==> src/rtl/hwm_pkg.sv <==
package hwm_pkg;

   localparam int unsigned IDX_W   = 7;
   localparam int unsigned DEPTH   = 1 << IDX_W;
   localparam int unsigned VOLT_CH = 7;
   localparam int unsigned FAN_CH  = 3;

   localparam logic [2:0] PORT_INDEX = 3'd5;
   localparam logic [2:0] PORT_DATA  = 3'd6;

   localparam logic [IDX_W-1:0] IDX_CFG    = 7'h40;
   localparam logic [IDX_W-1:0] IDX_RSTCTL = 7'h49;
   localparam logic [IDX_W-1:0] IDX_BANK   = 7'h4E;
   localparam logic [IDX_W-1:0] IDX_VENDOR = 7'h4F;
   localparam logic [IDX_W-1:0] IDX_TEMP   = 7'h27;

   typedef logic [DEPTH-1:0][7:0] regfile_t;

   function automatic regfile_t reset_image();
      regfile_t r;
      r        = '0;
      r[7'h40] = 8'h08;
      r[7'h46] = 8'h40;
      r[7'h47] = 8'h50;
      return r;
   endfunction

   function automatic logic is_read_only(logic [IDX_W-1:0] i);
      return (i <= 7'h05) || (i >= 7'h20 && i <= 7'h2A) ||
             (i == 7'h41) || (i == 7'h42) || (i == 7'h4F) ||
             (i == 7'h58) || (i >= 7'h60 && i <= 7'h6A);
   endfunction

   function automatic logic steps_index(logic [IDX_W-1:0] i);
      return (i == 7'h41) || (i == 7'h43) || (i == 7'h45) ||
             (i == 7'h56) || (i >= 7'h60);
   endfunction

   function automatic logic [IDX_W-1:0] fold_index(logic [IDX_W-1:0] i);
      return (i >= 7'h60) ? {1'b0, i[5:0]} : i;
   endfunction

   function automatic logic in_page_window(logic [IDX_W-1:0] i);
      return i[6:3] == 4'b1010;
   endfunction

endpackage

==> src/rtl/hwm_index_ctl.sv <==
module hwm_index_ctl
   import hwm_pkg::*;
(
   input  logic             clk,
   input  logic             rst_n,
   input  logic             load,
   input  logic [IDX_W-1:0] load_val,
   input  logic             step,
   output logic [IDX_W-1:0] idx
);

   always_ff @(posedge clk) begin
      if (!rst_n)    idx <= '0;
      else if (load) idx <= load_val;
      else if (step) idx <= idx + 1'b1;
   end

   a_r2_index_load: assert property (@(posedge clk) disable iff (!rst_n)
      load |=> idx == $past(load_val));

   a_r4_hold_when_idle: assert property (@(posedge clk) disable iff (!rst_n)
      (!load && !step) |=> $stable(idx));

endmodule

==> src/rtl/hwm_reg_store.sv <==
module hwm_reg_store
   import hwm_pkg::*;
#(
   parameter int unsigned ALT_PAGES = 2
)(
   input  logic                          clk,
   input  logic                          rst_n,
   input  logic                          wr_en,
   input  logic [IDX_W-1:0]              idx,
   input  logic [7:0]                    wdata,
   output regfile_t                      mem,
   output logic [ALT_PAGES-1:0][7:0][7:0] alt,
   output logic [2:0]                    bank
);

   logic [IDX_W-1:0] tgt;
   logic             page_sel, ro_hit, plain_wr, soft_rst, unmapped_page;

   assign bank          = mem[IDX_BANK][2:0];
   assign tgt           = fold_index(idx);
   assign page_sel      = (bank != 3'd0) && in_page_window(idx);
   assign unmapped_page = page_sel && (32'(bank) > ALT_PAGES);
   assign ro_hit        = is_read_only(idx);
   assign plain_wr      = wr_en && !page_sel && !ro_hit;
   assign soft_rst      = plain_wr &&
                          (((tgt == IDX_CFG) && wdata[7]) ||
                           ((tgt == IDX_RSTCTL) && wdata[5]));

   always_ff @(posedge clk) begin
      if (!rst_n)
         mem <= reset_image();
      else if (soft_rst)
         mem <= reset_image();
      else if (plain_wr) begin
         if (tgt == IDX_RSTCTL) mem[tgt] <= 8'h40;
         else                   mem[tgt] <= wdata;
      end
   end

   for (genvar p = 0; p < ALT_PAGES; p++) begin : g_page
      always_ff @(posedge clk) begin
         if (!rst_n || soft_rst)
            alt[p] <= '0;
         else if (wr_en && page_sel && (32'(bank) == p + 1))
            alt[p][idx[2:0]] <= wdata;
      end
   end

   a_r6_ro_hold: assert property (@(posedge clk) disable iff (!rst_n)
      (wr_en && ro_hit && !page_sel) |=> $stable(mem));

   a_r7_init_defaults: assert property (@(posedge clk) disable iff (!rst_n)
      (wr_en && !page_sel && idx == IDX_CFG && wdata[7])
      |=> (mem[7'h40] == 8'h08 && mem[7'h47] == 8'h50 && mem[IDX_BANK] == 8'h00));

   a_r9_ctl_readback: assert property (@(posedge clk) disable iff (!rst_n)
      (wr_en && !page_sel && idx == IDX_RSTCTL && !wdata[5]) |=> mem[IDX_RSTCTL] == 8'h40);

   a_r3_unmapped_ignored: assert property (@(posedge clk) disable iff (!rst_n)
      (wr_en && unmapped_page) |=> ($stable(mem) && $stable(alt)));

endmodule

==> src/rtl/hwm_read_sel.sv <==
module hwm_read_sel
   import hwm_pkg::*;
#(
   parameter int unsigned ALT_PAGES = 2,
   parameter int unsigned VOLT_W    = 12,
   parameter logic [15:0] VENDOR_ID = 16'h5CA3
)(
   input  logic [IDX_W-1:0]              idx,
   input  regfile_t                      mem,
   input  logic [ALT_PAGES-1:0][7:0][7:0] alt,
   input  logic [2:0]                    bank,
   input  logic [VOLT_CH*VOLT_W-1:0]     volt_in,
   input  logic [7:0]                    temp_in,
   input  logic [FAN_CH*8-1:0]           fan_in,
   output logic [7:0]                    rd_val
);

   logic [7:0] volt_byte [VOLT_CH];
   logic [7:0] fan_byte  [FAN_CH];

   for (genvar c = 0; c < VOLT_CH; c++) begin : g_volt
      logic [3:0] unused_lsb;
      assign volt_byte[c] = volt_in[c*VOLT_W + 4 +: 8];
      assign unused_lsb   = volt_in[c*VOLT_W +: 4];
      if (VOLT_W > 12) begin : g_wide
         logic [VOLT_W-13:0] unused_msb;
         assign unused_msb = volt_in[c*VOLT_W + 12 +: VOLT_W-12];
      end
   end

   for (genvar f = 0; f < FAN_CH; f++) begin : g_fan
      assign fan_byte[f] = fan_in[f*8 +: 8];
   end

   logic [IDX_W-1:0] m;
   assign m = fold_index(idx);

   always_comb begin
      if (bank != 3'd0 && in_page_window(idx)) begin
         rd_val = 8'h00;
         for (int p = 0; p < ALT_PAGES; p++)
            if (32'(bank) == p + 1) rd_val = alt[p][idx[2:0]];
      end
      else if (m >= 7'h20 && m <= 7'h26)
         rd_val = volt_byte[m[2:0]];
      else if (m == IDX_TEMP)
         rd_val = temp_in;
      else if (m >= 7'h28 && m <= 7'h2A)
         rd_val = fan_byte[m[1:0]];
      else if (idx == IDX_VENDOR)
         rd_val = mem[IDX_BANK][7] ? VENDOR_ID[15:8] : VENDOR_ID[7:0];
      else
         rd_val = mem[m];
   end

endmodule

==> src/rtl/hwm_bank_port.sv <==
module hwm_bank_port
   import hwm_pkg::*;
#(
   parameter int unsigned ALT_PAGES = 2,
   parameter int unsigned VOLT_W    = 12,
   parameter logic [15:0] VENDOR_ID = 16'h5CA3
)(
   input  logic                      clk,
   input  logic                      rst_n,
   input  logic [2:0]                bus_addr,
   input  logic                      bus_wr,
   input  logic                      bus_rd,
   input  logic [7:0]                bus_wdata,
   output logic [7:0]                bus_rdata,
   input  logic [VOLT_CH*VOLT_W-1:0] volt_in,
   input  logic [7:0]                temp_in,
   input  logic [FAN_CH*8-1:0]       fan_in
);

   if (ALT_PAGES < 1 || ALT_PAGES > 7) begin : g_bad_pages
      $error("ALT_PAGES must lie in 1..7");
   end
   if (VOLT_W < 12) begin : g_bad_volt
      $error("VOLT_W must be at least 12");
   end

   logic [IDX_W-1:0]              idx;
   logic [2:0]                    bank;
   regfile_t                      mem;
   logic [ALT_PAGES-1:0][7:0][7:0] alt;
   logic [7:0]                    rd_val;
   logic                          data_acc, idx_load, idx_step;

   assign data_acc = (bus_rd || bus_wr) && (bus_addr == PORT_DATA);
   assign idx_load = bus_wr && (bus_addr == PORT_INDEX);
   assign idx_step = data_acc && (bank == 3'd0) && steps_index(idx);

   hwm_index_ctl u_index (
      .clk      (clk),
      .rst_n    (rst_n),
      .load     (idx_load),
      .load_val (bus_wdata[IDX_W-1:0]),
      .step     (idx_step),
      .idx      (idx)
   );

   hwm_reg_store #(.ALT_PAGES(ALT_PAGES)) u_store (
      .clk   (clk),
      .rst_n (rst_n),
      .wr_en (bus_wr && (bus_addr == PORT_DATA)),
      .idx   (idx),
      .wdata (bus_wdata),
      .mem   (mem),
      .alt   (alt),
      .bank  (bank)
   );

   hwm_read_sel #(.ALT_PAGES(ALT_PAGES), .VOLT_W(VOLT_W), .VENDOR_ID(VENDOR_ID)) u_read (
      .idx     (idx),
      .mem     (mem),
      .alt     (alt),
      .bank    (bank),
      .volt_in (volt_in),
      .temp_in (temp_in),
      .fan_in  (fan_in),
      .rd_val  (rd_val)
   );

   always_comb begin
      case (bus_addr)
         PORT_INDEX: bus_rdata = {1'b0, idx};
         PORT_DATA:  bus_rdata = rd_val;
         default:    bus_rdata = 8'hFF;
      endcase
   end

   a_r4_step_at_41: assert property (@(posedge clk) disable iff (!rst_n)
      (bus_rd && bus_addr == PORT_DATA && idx == 7'h41 && bank == 3'd0) |=> idx == 7'h42);

   a_r4_wrap: assert property (@(posedge clk) disable iff (!rst_n)
      (bus_rd && bus_addr == PORT_DATA && idx == 7'h7F && bank == 3'd0) |=> idx == 7'h00);

   a_r4_no_step_other_bank: assert property (@(posedge clk) disable iff (!rst_n)
      (data_acc && bank != 3'd0) |=> $stable(idx));

endmodule

==> config.mk <==
export PLATFORM = sky130hd
export DESIGN_NAME = hwm_bank_port
export DESIGN_NICKNAME = d
export VERILOG_FILES = /design/src/rtl/hwm_pkg.sv /design/src/rtl/hwm_index_ctl.sv /design/src/rtl/hwm_reg_store.sv /design/src/rtl/hwm_read_sel.sv /design/src/rtl/hwm_bank_port.sv
export SDC_FILE = /design/constraint.sdc
export NUM_CORES = 2
export LEC_CHECK = 0
export BUFFER_PORTS_ARGS = -buffer_cell sky130_fd_sc_hd__buf_2
export CORE_ASPECT_RATIO = 1.25
export CORE_MARGIN = 10
export CORE_UTILIZATION = 34
export DETAILED_ROUTE_END_ITERATION = 12
export PLACE_DENSITY_LB_ADDON = 0.05
export REMOVE_ABC_BUFFERS = 1
export SLEW_MARGIN = 20
export SYNTH_ARGS = -nofsm -noshare
export SYNTH_HDL_FRONTEND = slang
export SYNTH_SLANG_ARGS = --single-unit
export TNS_END_PERCENT = 10
==> constraint.sdc <==
create_clock -name clk -period 4.1 [get_ports clk]
set_input_delay 0.615 -clock clk [delete_from_list [all_inputs] [get_ports clk]]
set_output_delay 0.615 -clock clk [all_outputs]
set_load 0.03 [all_outputs]
# --- Yosys cells after proc, flatten, opt, wreduce, memory -nomap -nowiden ---
# Cells that the tools add are included.
totals:
  ff_bits: 1159
  latchBits: 0
  mem_bits_rw: 0
  romBits: 0
  in_bits: 131
  output_inout_bits: 8
  wordCells: 254
  n_memories: 0
classes:
  addsub: 1
  multipliers: 0
  div_mod_pow: 0
  magnitude_cmp: 15
  eq_ne: 15
  shifts: 0
  muxes: 32
  bitwise_logic: 6
  n_reduce_logical: 40
ops:
  columns: ["operator", "count"]
  rows:
  - ["$bwmux W1024", 1]
  - ["$mux W1024", 1]
  - ["$and A896 B896 Y896", 1]
  - ["$not A896 Y896", 1]
  - ["$mux W8", 17]
  - ["$bwmux W64", 2]
  - ["$or A128 B128 Y128", 1]
  - ["$bmux W8 S3", 3]
  - ["$eq A7 B7 Y1 const B", 9]
  - ["$bmux W8 S7", 1]
  - ["$demux W8 S7", 1]
  - ["$demux W8 S3", 1]
  - ["$ge A7 B6 Y1 const B", 3]
  - ["$le A7 B6 Y1 const B", 3]
  - ["$mux W7", 3]
  - ["$logic_and A1 B1 Y1", 20]
  - ["$bmux W8 S2", 1]
  - ["$pmux W8 S2", 1]
  - ["$logic_or A1 B1 Y1", 13]
  - ["$lt A7 B8 Y1 const B", 1]
  - ["$add A7 B1 Y7 const B", 1]
  - ["$eq A7 B6 Y1 const B", 1]
  - ["$ge A7 B1 Y1 const B", 1]
  - ["$ge A7 B7 Y1 const B", 1]
  - ["18 further kinds", 21]

# --- Depth between registers and ports, before layout ---
logic_depth:
  word_depth: 12
  depth_mapped: 18
  ltp_nobuf: 9

# --- By module ---
# Synthesis repeated with hierarchy kept, for this count alone.
hier_totals:
  cells_unflattened: 4815
  area_unflattened_um2: 46978.8
modules_own_cells:
  columns: ["mod", "n_inst", "cells_each", "area_each_um2"]
  rows:
  - ["hwm_reg_store", 1, 4017, 38099.0]
  - ["hwm_read_sel", 1, 725, 8323.0]
  - ["hwm_index_ctl", 1, 41, 356.6]
  - ["hwm_bank_port", 1, 32, 200.2]

# --- Worst setup path before layout ---
# No wires, ideal clock.
synth_timing:
  path_kind: "reg-to-output"
  start: "register u_index.idx[0]"
  end: "output port bus_rdata[4]"
  arrival_time_ps: 3607
  required_time_ps: 3485
  slack_ps: -122
  path_stages_with_launch: 14
  n_path_buf: 7
  path_cell_list: "dfxtp_1 buf_2 buf_2 buf_2 inv_1 buf_2 buf_2 buf_1 ha_1 o21ai_0 clkbuf_1 a211oi_1 o21ai_0 nor4bb_1"
synth_via:
  elab_chain_cells: 10
  word_cells_on_any_way: 32
  cone_classes: "order compare (5); eq/ne (2); mux (21); bitwise (2); reduce/logical (2)"
synth_rtl:
  columns: ["item", "line_no", "source"]
  rows:
  - ["start: declaration", "hwm_index_ctl.sv:9", "output logic [IDX_W-1:0] idx"]
  - ["start signal: assignment", "hwm_index_ctl.sv:14", "else if (load) idx <= load_val;"]
  - ["start signal: assignment", "hwm_index_ctl.sv:15", "else if (step) idx <= idx + 1'b1;"]
  - ["$ge A7 B7 Y1 or $mux W7 (tied branches)", "hwm_pkg.sv:40", "return (i >= 7'h60) ? {1'b0, i[5:0]} : i;"]
  - ["$mux W7 or $not A2 Y3 (tied branches)", "hwm_pkg.sv:40, hwm_read_sel.sv:49", null]
  - ["$bmux W8 S7 or $bmux W8 S2 (tied branches)", "hwm_read_sel.sv:53, hwm_read_sel.sv:49", null]
  - ["$mux W8 (on tied branches)", "hwm_read_sel.sv:53, hwm_read_sel.sv:49", null]
  - ["$mux W8 (on tied branches)", "hwm_read_sel.sv:50, hwm_read_sel.sv:49", null]
  - ["$mux W8", "hwm_read_sel.sv:48", "else if (m >= 7'h28 && m <= 7'h2A)"]
  - ["$mux W8", "hwm_read_sel.sv:46", "else if (m == IDX_TEMP)"]
  - ["$mux W8", "hwm_read_sel.sv:44", "else if (m >= 7'h20 && m <= 7'h26)"]
  - ["$mux W8 (*)", "hwm_read_sel.sv:39", "if (bank != 3'd0 && in_page_window(idx)) begin"]
  - ["$pmux W8 S2 (*)", "hwm_bank_port.sv:70", "case (bus_addr)"]
  - ["end: declaration", "hwm_bank_port.sv:14", "output logic [7:0] bus_rdata,"]
# Mark *: on every way between the ends. The rest lies on a longest branch, timed or not. The select of a mux whose other input is x is not followed.

# --- Worst setup path after layout ---
layout_timing:
  start: "register u_index.idx[3]"
  end: "output port bus_rdata[6]"
layout_via:
  elab_chain_cells: 10
  word_cells_on_any_way: 20
  cone_classes: "order compare (5); eq/ne (3); mux (9); reduce/logical (3)"
layout_rtl:
  columns: ["item", "line_no", "source"]
  rows:
  - ["$ge A7 B7 Y1", "hwm_pkg.sv:40", null]
  - ["$mux W7", "hwm_pkg.sv:40", null]
  - ["$bmux W8 S7", "hwm_read_sel.sv:53", "rd_val = mem[m];"]
  - ["$mux W8 (implied by the code)", "hwm_read_sel.sv:53", null]
  - ["$mux W8", "hwm_read_sel.sv:50", "else if (idx == IDX_VENDOR)"]
  - ["$mux W8", "hwm_read_sel.sv:48", null]
  - ["$mux W8", "hwm_read_sel.sv:46", null]
  - ["$mux W8", "hwm_read_sel.sv:44", null]
  - ["$mux W8 (*)", "hwm_read_sel.sv:39", null]
  - ["$pmux W8 S2 (*)", "hwm_bank_port.sv:70", null]
# Marked as above.

==> results.md <==
* Status: finished with violations
* Failing checks: negative setup slack
* Peak fanout along the critical path at 12
* Dpl cells at roughly 6400
* Unique cell type count in the Yosys netlist at 76
* Drt wl/cell at ~28 µm
* Top FF cell, synth: dfxtp_1
* Worst-Margin Slew at about 1100 ps
* # port buffers at 110
* Die W at approximately 330 µm
* Largest net degree at the start of global routing at 96
* DRT iter0 DRCs at between 3000 and 4000
* Pre-CTS setup slack at roughly 79 ps
* Final hold slack at approximately 250 ps
* Most common cell after layout, fill and taps aside: nand2_1
* Startpoint types: flop
* CP bufs+invs at 3
* Final Max Slew Viols at 0
* H-tree levels at 3
* Share of layout cells above drive strength 1 at between 10% and 20%
* Total CTS buffers at 99
* Total track usage at between 20% and 30%
* Number of global-route vias before repair at between 30000 and 40000
* Area of the core at between 100000 and 150000 µm²
* Part of the cycle the worst path needs at 107%
* Finished Cell Area at ~50000 µm²
* Yosys warns at 0
* Area occupied by multi-input gates at between 20000 and 25000 µm²
* Global route total overflow at 0
* Initial antenna violation count at 3
* Fmax at ~230 MHz
* Row cnt at 141
* Seq cells post-synth at between 900 and 1000
* CTS tree: yes
* Register area at between 15000 and 20000 µm²
* Crit path time final at ~4400 ps
* CP max stage delay at 570 ps
* Drt drc at 0
* Setup violations, final at 8
* Clock-pin slew on the worst setup and hold paths at 70 ps
* Clock Sinks at ~900
* Vias/cell at ~5.7
* Unrepaired setup endpoints after global routing: yes
* Insertion delay to the later sink of the worst-skew pair at roughly 740 ps
* Crit-path leading delay family: simple AND/OR/NAND/NOR gates
* Gate Count Post-Synth at between 4000 and 5000
* Critical Path RT at between 3000 and 4000 ps
* Arrival time at the worst endpoint at roughly 3800 ps
* First-pass GRT wire length at between 200 and 300 mm
* Final Power at approximately 20 mW
* Seq/Total Area, Yosys at 44.6%
* HPWL after DPL at about 120 mm
* Hold Path Class: input pin to flop
* Routed WL at 185 mm
* Final core utilization at around 42%
* Initial core utilization at between 30% and 40%
* Via count at 37600
* Hold_buf cts at 0
* # IOs at ~140
* Non-Filler Instances at 6640
* Nets@finish at between 5000 and 6000
* Commonest non-fill, non-tap cells in the layout: 1274 x nand2_1, 898 x dfxtp_1, 715 x a21oi_1
* CP Class: flop to output port
* Routed Antenna Nets at 0
* Peak supply drop at 0.000324 V
* Routability cong. at roughly 0.9
* Critical path's slowest cell: dfxtp_2
* Placed cell area at approximately 44000 µm²
* Area growth from synthesis to layout at 22.6%
* Clock Path Buffers at 3
* Number of flops mapped to enable cells by yosys at 0
* Worst clock skew at 38.0 ps
* Netlist Area Pre-Place at 40500 µm²
* Number of fill cells in the layout at 11800
* Critical Path, Cell by Cell: or4bb_1 > buf_4 > nor3_1 > o31ai_1 > nor3_1 > a211oi_1 > o21ai_2 > a31oi_4 > buf_4 > buf_6
* Setup ws final at -297 ps
* Max Cap Viol at 0
* DR pass1 iterations at 6
* Pwr Density at roughly 400 nW/µm²
* Die area at between 100000 and 150000 µm²
* Final hold violations at 0
* Asr flop ratio synth at 0%
* Leak at around 17 nW
* Setup TNS at -1280 ps
* Die H at about 410 µm
* Clock root buffer: clkbuf_16
* CP Capture Type: output port
* Slew HR at 28.0%
* Syn avg cell area at 8.38 µm²
[routing by layer]
metal	GRT usage [%]	share of wire [%]	vias up
li1	-	-	17200
met1	36.0	43	18500
met2	42.4	45	1534
met3	4.62	7.5	335
met4	10.1	3.9	2
met5	0	0.0065	-
[registers in the layout, indices dropped and copies added, names as in the netlist]
register      count
u_store.mem     765
u_store.alt     128
u_index.idx       7
u_store.bank      3
[Yosys cell counts (59+ instances only)]
cell type  number  share of area (%)
nand2_1      1283                 12
dfxtp_1       903                 45
a21oi_1       718                8.9
o21ai_0       218                2.7
clkbuf_1      208                1.9
mux2i_1       194                4.8
nor2_1        179                1.7
buf_2         159                2.0
and2_1        139                2.1
a221oi_1       96                2.1
nand3_1        91                1.1
mux2_2         82                2.3
mux4_2         72                4.0
nor3_2         59                1.5
[repair_timing]
action                                 in CTS  in global routing
cloned                                     13                  0
setup endpoints to repair                   8                  8
pin swaps                                  41                  2
endpoints found under the hold margin       0                  0
gates resized for setup                   214                 13
buffers inserted                           73                  2
[logic make-up after synthesis]
| group | synth area share [%] |
|---|---|
| AOI/OAI and AO/OA | 18.8 |
| xor gates and xnor gates | 0.0865 |
| adders and majority gates | 0.124 |
| buffers and inverters | 4.51 |
| DFF | 44.6 |
| muxes | 11.1 |
| and+or+nand+nor | 20.8 |
[final cells by class]
| type | count | area share, % |
|---|---|---|
| multi-input cells | 3518 | 43.2 |
| flip-flops and latches | 903 | 36.4 |
| repair buffers | 457 | 9.29 |
| clock buffers | 154 | 6.16 |
| well taps | 1573 | 3.96 |
| clock inverters | 27 | 0.814 |
| inverters | 7 | 0.106 |
| diodes | 1 | 0.00504 |
[worst paths after layout]
path	start	end	slack, ps	cells after the start
hold reg to reg	u_store.mem[349]	u_store.mem[349]	450	2
setup / recovery	u_index.idx[3]	bus_rdata[6]	-300	10
setup reg to reg	u_index.idx[5]	u_store.mem[67]	430	10
hold / removal	rst_n	u_index.idx[1]	250	2
[power by group]
part	internal, mW	leakage, nW	switching, mW
logic	0.458	7.58	0.974
clock network	5.68	1.71	3.95
registers	8.77	7.27	0.00798
total	14.9	16.6	4.93
[worst register-to-register path: stages, from the launching register on]
cell	delay [ps]
dfxtp_1	620
buf_4	400
nor4bb_2	90
buf_4	220
nand3_1	130
nand3_1	150
or3_4	600
buf_12	270
nor3_2	800
nand2_1	120
a21oi_1	170
(Power assumes the default switching activity.)
